File: src/rtl/tblwr_pkg.sv
// Shared types for the table-write unit.
// Assumes the mode field of the opcode occupies its two low bits.
package tblwr_pkg;
    typedef enum logic [1:0] {
        TW_KEEP    = 2'd0,
        TW_POSTINC = 2'd1,
        TW_POSTDEC = 2'd2,
        TW_PREINC  = 2'd3
    } tw_mode_e;
endpackage

File: src/rtl/tblwr_decode.sv
// Opcode decoder: flags a table-write word and extracts its update mode.
// Assumes a fixed 16-bit opcode with a 2-bit mode field at the bottom.
module tblwr_decode
    import tblwr_pkg::*;
#(
    parameter int IW = 16
) (
    input  logic [IW-1:0] word,
    output logic          is_tw,
    output tw_mode_e      mode
);
    localparam logic [IW-3:0] OPC_HI = (IW-2)'(3);

    // Match the fixed upper field and pass the mode bits through.
    always_comb begin
        is_tw = (word[IW-1:2] == OPC_HI);
        mode  = tw_mode_e'(word[1:0]);
    end
endmodule

File: src/rtl/tblwr_ptr.sv
// Byte pointer register with load port and four-mode instruction update.
// Assumes update has priority over load; arithmetic wraps at 2^PTR_W.
// Also produces the holding-register index for the current write.
module tblwr_ptr
    import tblwr_pkg::*;
#(
    parameter int PTR_W = 21,
    parameter int SEL_W = 3
) (
    input  logic             clk,
    input  logic             rst_n,
    input  logic             upd,
    input  tw_mode_e         mode,
    input  logic             ld,
    input  logic [PTR_W-1:0] ld_val,
    output logic [PTR_W-1:0] ptr_q,
    output logic [SEL_W-1:0] wr_sel
);
    logic [PTR_W-1:0] ptr_inc, ptr_dec, ptr_nxt;

    // Candidate next pointer for the current mode.
    always_comb begin
        ptr_inc = ptr_q + PTR_W'(1);
        ptr_dec = ptr_q - PTR_W'(1);
        unique case (mode)
            TW_KEEP:    ptr_nxt = ptr_q;
            TW_POSTDEC: ptr_nxt = ptr_dec;
            default:    ptr_nxt = ptr_inc;
        endcase
        wr_sel = (mode == TW_PREINC) ? ptr_inc[SEL_W-1:0] : ptr_q[SEL_W-1:0];
    end

    // Pointer register: reset, instruction update, then load.
    always_ff @(posedge clk) begin
        if (!rst_n)   ptr_q <= '0;
        else if (upd) ptr_q <= ptr_nxt;
        else if (ld)  ptr_q <= ld_val;
    end

    p_keep_r3: assert property (@(posedge clk) disable iff (!rst_n)
        (upd && mode == TW_KEEP) |=> ptr_q == $past(ptr_q));
    p_postinc_r4: assert property (@(posedge clk) disable iff (!rst_n)
        (upd && mode == TW_POSTINC) |=> ptr_q == $past(ptr_q) + PTR_W'(1));
    p_postdec_r5: assert property (@(posedge clk) disable iff (!rst_n)
        (upd && mode == TW_POSTDEC) |=> ptr_q == $past(ptr_q) - PTR_W'(1));
    p_preinc_r6: assert property (@(posedge clk) disable iff (!rst_n)
        (upd && mode == TW_PREINC) |=> ptr_q[SEL_W-1:0] == $past(wr_sel));
    p_load_r10: assert property (@(posedge clk) disable iff (!rst_n)
        (ld && !upd) |=> ptr_q == $past(ld_val));
    p_upd_wins_r9: assert property (@(posedge clk) disable iff (!rst_n)
        (ld && upd && mode == TW_KEEP && ld_val != ptr_q) |=> ptr_q != $past(ld_val));
endmodule

File: src/rtl/tblwr_hold.sv
// Bank of byte-wide holding registers with one write port and one
// combinational read port. Assumes NUM = 2**SEL_W entries.
module tblwr_hold #(
    parameter int DW    = 8,
    parameter int SEL_W = 3
) (
    input  logic             clk,
    input  logic             rst_n,
    input  logic             wr,
    input  logic [SEL_W-1:0] wr_sel,
    input  logic [DW-1:0]    wr_data,
    input  logic [SEL_W-1:0] rd_sel,
    output logic [DW-1:0]    rd_data
);
    localparam int NUM = 1 << SEL_W;

    logic [DW-1:0] hold_q [NUM];

    for (genvar g = 0; g < NUM; g++) begin : g_entry
        // One holding register: cleared on reset, written when selected.
        always_ff @(posedge clk) begin
            if (!rst_n)
                hold_q[g] <= '0;
            else if (wr && wr_sel == SEL_W'(g))
                hold_q[g] <= wr_data;
        end
    end

    // Combinational read mux.
    always_comb rd_data = hold_q[rd_sel];

    p_store_r3: assert property (@(posedge clk) disable iff (!rst_n)
        wr |=> hold_q[$past(wr_sel)] == $past(wr_data));
endmodule

File: src/rtl/tblwr_unit.sv
// Table-write unit top: accepts a table-write opcode, spends one busy
// cycle, then writes the latch into a holding register and updates the
// pointer on the same edge. Assumes a single outstanding instruction.
module tblwr_unit
    import tblwr_pkg::*;
#(
    parameter int PTR_W = 21,
    parameter int DW    = 8,
    parameter int SEL_W = 3,
    parameter int IW    = 16
) (
    input  logic             clk,
    input  logic             rst_n,
    input  logic             instr_valid,
    input  logic [IW-1:0]    instr_word,
    input  logic             ptr_ld,
    input  logic [PTR_W-1:0] ptr_din,
    input  logic             lat_ld,
    input  logic [DW-1:0]    lat_din,
    input  logic [SEL_W-1:0] rd_sel,
    output logic [DW-1:0]    rd_data,
    output logic [PTR_W-1:0] ptr_q,
    output logic [DW-1:0]    lat_q,
    output logic             busy,
    output logic             done
);
    logic             dec_is_tw;
    tw_mode_e         dec_mode;
    tw_mode_e         mode_q;
    logic             busy_q, done_q;
    logic             accept;
    logic [SEL_W-1:0] wr_sel;

    tblwr_decode #(.IW(IW)) u_dec (
        .word  (instr_word),
        .is_tw (dec_is_tw),
        .mode  (dec_mode)
    );

    // Acceptance only when idle and the word is a table write.
    always_comb accept = instr_valid && dec_is_tw && !busy_q;

    // Sequencer: accept -> busy cycle -> done cycle.
    always_ff @(posedge clk) begin
        if (!rst_n) begin
            busy_q <= 1'b0;
            done_q <= 1'b0;
            mode_q <= TW_KEEP;
        end else begin
            busy_q <= accept;
            done_q <= busy_q;
            if (accept) mode_q <= dec_mode;
        end
    end

    // Latch byte register.
    always_ff @(posedge clk) begin
        if (!rst_n)      lat_q <= '0;
        else if (lat_ld) lat_q <= lat_din;
    end

    tblwr_ptr #(.PTR_W(PTR_W), .SEL_W(SEL_W)) u_ptr (
        .clk    (clk),
        .rst_n  (rst_n),
        .upd    (busy_q),
        .mode   (mode_q),
        .ld     (ptr_ld),
        .ld_val (ptr_din),
        .ptr_q  (ptr_q),
        .wr_sel (wr_sel)
    );

    tblwr_hold #(.DW(DW), .SEL_W(SEL_W)) u_hold (
        .clk     (clk),
        .rst_n   (rst_n),
        .wr      (busy_q),
        .wr_sel  (wr_sel),
        .wr_data (lat_q),
        .rd_sel  (rd_sel),
        .rd_data (rd_data)
    );

    always_comb begin
        busy = busy_q;
        done = done_q;
    end

    p_busy_single_r8: assert property (@(posedge clk) disable iff (!rst_n)
        busy |=> !busy);
    p_done_after_busy_r8: assert property (@(posedge clk) disable iff (!rst_n)
        done |-> $past(busy));
    p_ignore_bad_r2: assert property (@(posedge clk) disable iff (!rst_n)
        (!busy && !(instr_valid && instr_word[IW-1:2] == (IW-2)'(3))) |=> !busy);
endmodule

File: config.mk
export PLATFORM = sky130hd
export DESIGN_NAME = tblwr_unit
export DESIGN_NICKNAME = d
export VERILOG_FILES = /design/src/rtl/tblwr_pkg.sv /design/src/rtl/tblwr_decode.sv /design/src/rtl/tblwr_ptr.sv /design/src/rtl/tblwr_hold.sv /design/src/rtl/tblwr_unit.sv
export SDC_FILE = /design/constraint.sdc
export NUM_CORES = 1
export LEC_CHECK = 0
export CAP_MARGIN = 0
export CORE_MARGIN = 4
export CORE_UTILIZATION = 41
export CTS_BUF_LIST = sky130_fd_sc_hd__clkbuf_8
export CTS_CLUSTER_SIZE = 10
export DETAILED_ROUTE_END_ITERATION = 6
export DONT_BUFFER_PORTS = 1
export PLACE_DENSITY_LB_ADDON = 0.25
export SETUP_SLACK_MARGIN = 0.05
export SLEW_MARGIN = 20
export SYNTH_ARGS = -nofsm -noshare
export SYNTH_HDL_FRONTEND = slang
export SYNTH_SLANG_ARGS = --single-unit
File: constraint.sdc
create_clock -name clk -period 6.2 [get_ports clk]
set_input_delay 1.55 -clock clk [delete_from_list [all_inputs] [get_ports clk]]
set_output_delay 1.55 -clock clk [all_outputs]
set_load 0.01 [all_outputs]
# == Yosys cells after proc, flatten, opt, wreduce, memory -nomap -nowiden ==
# Memories as Yosys holds them, arrays and structs flattened.
# Index checks and enable logic that the tools add are counted.
# op_classes
addsub,2
eq_ne,11
mux,37
n_bitwise,8
reduce_logical,15
# op_table
operator,count
2-to-1 mux 8 bit,8
2-to-1 mux 21 bit,2
one-hot mux 21 bit (2 select lines),1
2-to-1 mux 1 bit,25
"adder 21 x 1 -> 21 bit, second input constant",1
"subtractor 21 x 1 -> 21 bit, second input constant",1
"== test 14 x 2 -> 1 bit, second input constant",1
"== test 3 bit, second input constant",4
logical AND 1 bit,10
bitwise OR 1 bit,8
"== test 3 x 2 -> 1 bit, second input constant",2
"== test 2 bit, second input constant",2
"== test 3 x 1 -> 1 bit, second input constant",1
zero test 3 bit,1
2-to-1 mux 3 bit,1
zero test 2 bit,1
"!= test 2 bit, second input constant",1
AND reduction 2 bit,1
nonzero test 2 bit,1
zero test 1 bit,1
# word_totals
regBits,33
ramBits,64
in_bits,53
output_inout_bits,39
wordCells,79
n_memories,1
# mem_list
memory,words,width,rd,rd_ports_with_merged_regs,wr,line,rtl
u_hold.hold_q,8,8,1,0,8,tblwr_hold.sv:17,logic [DW-1:0] hold_q [NUM];

# == Longest topological paths before layout ==
# depth
ltp_word,8
ltp_mapped,8
depth_no_buf,7

# == Hierarchy ==
# Synthesis repeated with hierarchy kept, for this count alone.
# hier_totals
hier_cells,488
hier_area_um2,5398.9
# modules_own_cells
module,n_inst,cells_per_inst,area_per_inst_um2,seq_area_each_um2
tblwr_hold,1,196,2989.1,1921.8
tblwr_ptr,1,246,1909.3,420.4
tblwr_unit,1,39,446.7,240.2
tblwr_decode,1,7,53.8,0.0

# == Worst setup path before layout ==
# No wires, ideal clock.
# synth_path
path_kind,input-to-output
start,input rd_sel[0]
end,output rd_data[0]
arrival_ns,2.885
required_time_ns,4.650
setup_slack_ns,1.765
path_stages,4
n_path_buf,2
cell_sequence,buf_2 -> buf_2 -> mux4_2 -> mux2_2
# synth_between
elab_chain_len,1
# synth_rtl
element,line,rtl
from (decl),tblwr_unit.sv:20,"input logic [SEL_W-1:0] rd_sel,"
memory (8 x 8 bit),n/a,
to (decl),tblwr_unit.sv:21,"output logic [DW-1:0] rd_data,"
# No other way between the ends.

# == Final worst setup path ==
# layout_path
start,input rd_sel[0]
end,output rd_data[4]
# The elaborated chain is that of the path after synthesis.

==> impl_metrics.ini <==
[run_status]
run_status = finished, final reports clean

[timing]
rsz_0062_raised_after_global_routing = false
maxClockFrequency_mhz = 255
maxSlewViolCount = 0
final.min_clock_period_ns = 3.92
worst-slew-pin-transition_ns = 1.09
clock_skew_ns = 0.0122
relSlewSlack_pct = 26.5
timing_hold_violations_final = 0
totalNegativeSetupSlack_ns = 0
final_number_of_setup_violating_endpoints = 0
layout_worst_path_cycle_share_pct = 63.2

[power]
cell_internal_pwr_mw = 0.951
p_total_mw = 1.29
power_frac_comb_pct = 6.5
clock_power_share_pct = 35.2
vdd.ir_drop.worst_mv = 0.144
power.leakage_nw = 1.88
pwr-share-seq_pct = 58.3
pwr_dens_nw_per_um2 = 237
net-switching-power_mw = 0.340
net_sw_share_pct = 26.3

[grt]
wire_length_of_the_first_global_routing_pass_um = 20700
pin_count_of_the_biggest_net_entering_global_routing = 52
number_of_global_route_vias_before_repair = 3595
remaining_global_route_overflow = 0
initial_antenna_violation_count = 0
gr-usage-all-layers_pct = 18.8

[setup_path]
worstPathArrival_ns = 2.37
type_of_origin_of_the_critical_path = input pin
worstRegToRegCells = 5
cp_max_fo = 16
critical-path-top-delay-family = multiplexers
cp_slowest_stage_delay_ns = 0.49
cp.required_ns = 4.65
worstPathBufferInverterCount = 0
cp_slowest_cell = sky130_fd_sc_hd__mux4_2
worst_r2r_endpoint = u_hold.hold_q[1][0]$_SDFFCE_PN0P_
setup.worst_path.class = input pin to primary output
r2r-start = u_ptr.ptr_q[0]$_SDFFE_PN0P_
r2r_slack_ns = 3.34
worstPathCellList = mux4_2 > mux2_2
timing.critical_path.to_type = primary output

[cts]
post_cts.repair.setup_buffers = 0
cts.hold.buffers_added = 0
cts.repair.resized = 0
cts.path.max_buffers = 2
cts.reportedPaths.clkPinSlew_ns = 0.10
h-tree-depth = 3
numCtsBuffers = 9
tritoncts_num_sinks = 97
cts_tree = done
clk_latency_ns = 0.38
root_buffer = sky130_fd_sc_hd__clkbuf_8

[synthesis]
synth_cells = 474
synth_adder_area_share_pct = 0.487
yosysUniqueCellTypes = 57
postSynth.topFlopCell = sky130_fd_sc_hd__edfxtp_1
asyncSetResetFlopFracSynth_pct = 0
synthMuxAreaShare_pct = 12.1
synth_compound_gate_area_share_pct = 8.94
number_of_enable_type_register_cells_in_the_synthesized_netlist = 64
postSynthNetCount = 529
synthesis.area_per_instance_um2 = 10.8
synth_simple_gate_area_share_pct = 25.0
synth_top_family_by_area = simple AND/OR/NAND/NOR gates
postSynthRegisterBits = 97
synth_top_cell_by_area = sky130_fd_sc_hd__edfxtp_1
synth_top_area_share_pct = 37.4
mapped_area_um2 = 5130
synth_xor_xnor_area_share_pct = 0.512
synth.top_cells.by_area = sky130_fd_sc_hd__edfxtp_1 37%, sky130_fd_sc_hd__dfxtp_1 13%, sky130_fd_sc_hd__and2_1 8.0%, sky130_fd_sc_hd__mux4_2 7.0%, sky130_fd_sc_hd__mux2i_1 3.3%
synth_sequential_area_ratio_pct = 50.3
yosys_warnings = 0

[die]
die-height_um = 120
ports_placed_on_the_boundary = 92
core_area_um2 = 12100
num_rows = 40
die_w_um = 120
die_area_um2 = 14400
floorplan.initialDensity_pct = 42.4

[route]
dr.first_iter.drc_count = 230
route.detailed.vias_per_inst = 5.69
antenna_left = 0
route.vias.total = 3588
drt_drc_violations_left = 0
first_pass_iters = 5
wl_per_cell_um = 20.8
wl_um = 13100

[layout]
final_common_cell = sky130_fd_sc_hd__and2_1
nNetsFinal = 513
finish.instance_area_um2 = 5460
antenna-diode-count = 0
fin_cells = 631
fill_cells = 1157
layout-area-overhead-vs-synth_pct = 6.29
layout.cells.most_common_list = 65 x sky130_fd_sc_hd__and2_1, 64 x sky130_fd_sc_hd__edfxtp_1, 32 x sky130_fd_sc_hd__nor2_1, 32 x sky130_fd_sc_hd__dfxtp_1, 29 x sky130_fd_sc_hd__a21oi_1
drive_gt1_share_pct = 11.7

[hold_path]
holdPathStages = 2
timing.hold.worst.class = flop to flop
hold_path_end = u_ptr.ptr_q[20]$_SDFFE_PN0P_
worst_hold_startpoint = u_ptr.ptr_q[20]$_SDFFE_PN0P_

[placement]
gp_congestion = 0.860
detailed_place_hpwl_um = 9390
post_dp_cell_area_um2 = 5240
io_buffers = 0
dp.cells = 615

[flow_run]
max_cap_viol_count = 0
metal layers:
layer	part of all wire, %	global-route usage, %
met5	0	0
met4	1.0	4.44
met3	6.7	5.47
met2	51	33.6
met1	41	22.3
power by group through the flow:
| stage | Combinational, mW | Sequential, mW | Clock (mW) |
|---|---|---|---|
| after global routing | 0.0939 | 0.757 | 0.490 |
| final | 0.0844 | 0.752 | 0.454 |
| after floorplan | 0.0827 | 0.745 | 0 |
| after global placement | 0.0809 | 0.768 | 0 |
| after CTS | 0.0848 | 0.753 | 0.467 |
| after detailed placement | 0.0843 | 0.768 | 0 |
sequential cells by signal, summed over array words and instances (netlist names):
register	flops
mode_q	2
done	1
lat_q	8
u_ptr.ptr_q	21
busy	1
u_hold.hold_q	64
synthesized netlist by cell type, types with 4 or more instances:
cell / instances
sky130_fd_sc_hd__and2_1: 66
sky130_fd_sc_hd__edfxtp_1: 64
sky130_fd_sc_hd__dfxtp_1: 33
sky130_fd_sc_hd__nor2_1: 32
sky130_fd_sc_hd__a21oi_1: 29
sky130_fd_sc_hd__nand2_1: 28
sky130_fd_sc_hd__clkbuf_1: 18
sky130_fd_sc_hd__mux2i_1: 17
sky130_fd_sc_hd__mux4_2: 16
sky130_fd_sc_hd__o21ai_0: 16
sky130_fd_sc_hd__nor3b_1: 15
sky130_fd_sc_hd__and3_1: 13
sky130_fd_sc_hd__nor3_1: 13
sky130_fd_sc_hd__a31oi_1: 10
sky130_fd_sc_hd__nand3_1: 10
sky130_fd_sc_hd__mux2_2: 8
sky130_fd_sc_hd__nor4_1: 7
sky130_fd_sc_hd__nand3b_1: 6
sky130_fd_sc_hd__nand4_1: 6
sky130_fd_sc_hd__buf_2: 5
sky130_fd_sc_hd__inv_1: 4
sky130_fd_sc_hd__nand2b_1: 4
sky130_fd_sc_hd__o22ai_1: 4
logic make-up after synthesis:
logic type	count (synthesis)
AND/OR/NAND/NOR	221
flip-flops	97
AO/OA/AOI/OAI	77
multiplexers	41
buffers and inverters	33
XOR/XNOR	3
adder cells (fa/ha/maj)	2
worst max path at each step:
stage	from	end	slack (ns)	cells after the start
finish	rd_sel[0]	rd_data[4]	2.28	2
global route	rd_sel[0]	rd_data[4]	2.28	2
CTS	rd_sel[0]	rd_data[4]	2.28	2
detailed placement	rd_sel[0]	rd_data[4]	2.29	2
global placement	rd_sel[0]	rd_data[4]	2.32	2
floorplan	rd_sel[0]	rd_data[0]	1.77	4
final cells by class:
cell class                      instances  area, µm²  area share [%]
Sequential cell                        97       2580            47.3
Multi-Input combinational cell        344       2420            44.3
Tap cell                              168        210            3.85
Clock buffer                            9        124            2.27
Clock inverter                          7       95.1            1.74
Inverter                                5       18.8           0.344
Timing Repair Buffer                    1       7.51           0.138
metrics by stage:
stage | hold WS (ns) | util (%) | worst slack [ns]
3_5_place_dp | 0.588 | 43.2 | 2.29
5_1_grt | 0.617 | 45.1 | 2.28
4_1_cts | 0.599 | 45.1 | 2.28
3_3_place_gp | 0.569 | 43.2 | 2.32
6_report | 0.589 | 45.1 | 2.28
2_1_floorplan | 0.532 | - | 1.77
Power figures use the tool's default switching activity.
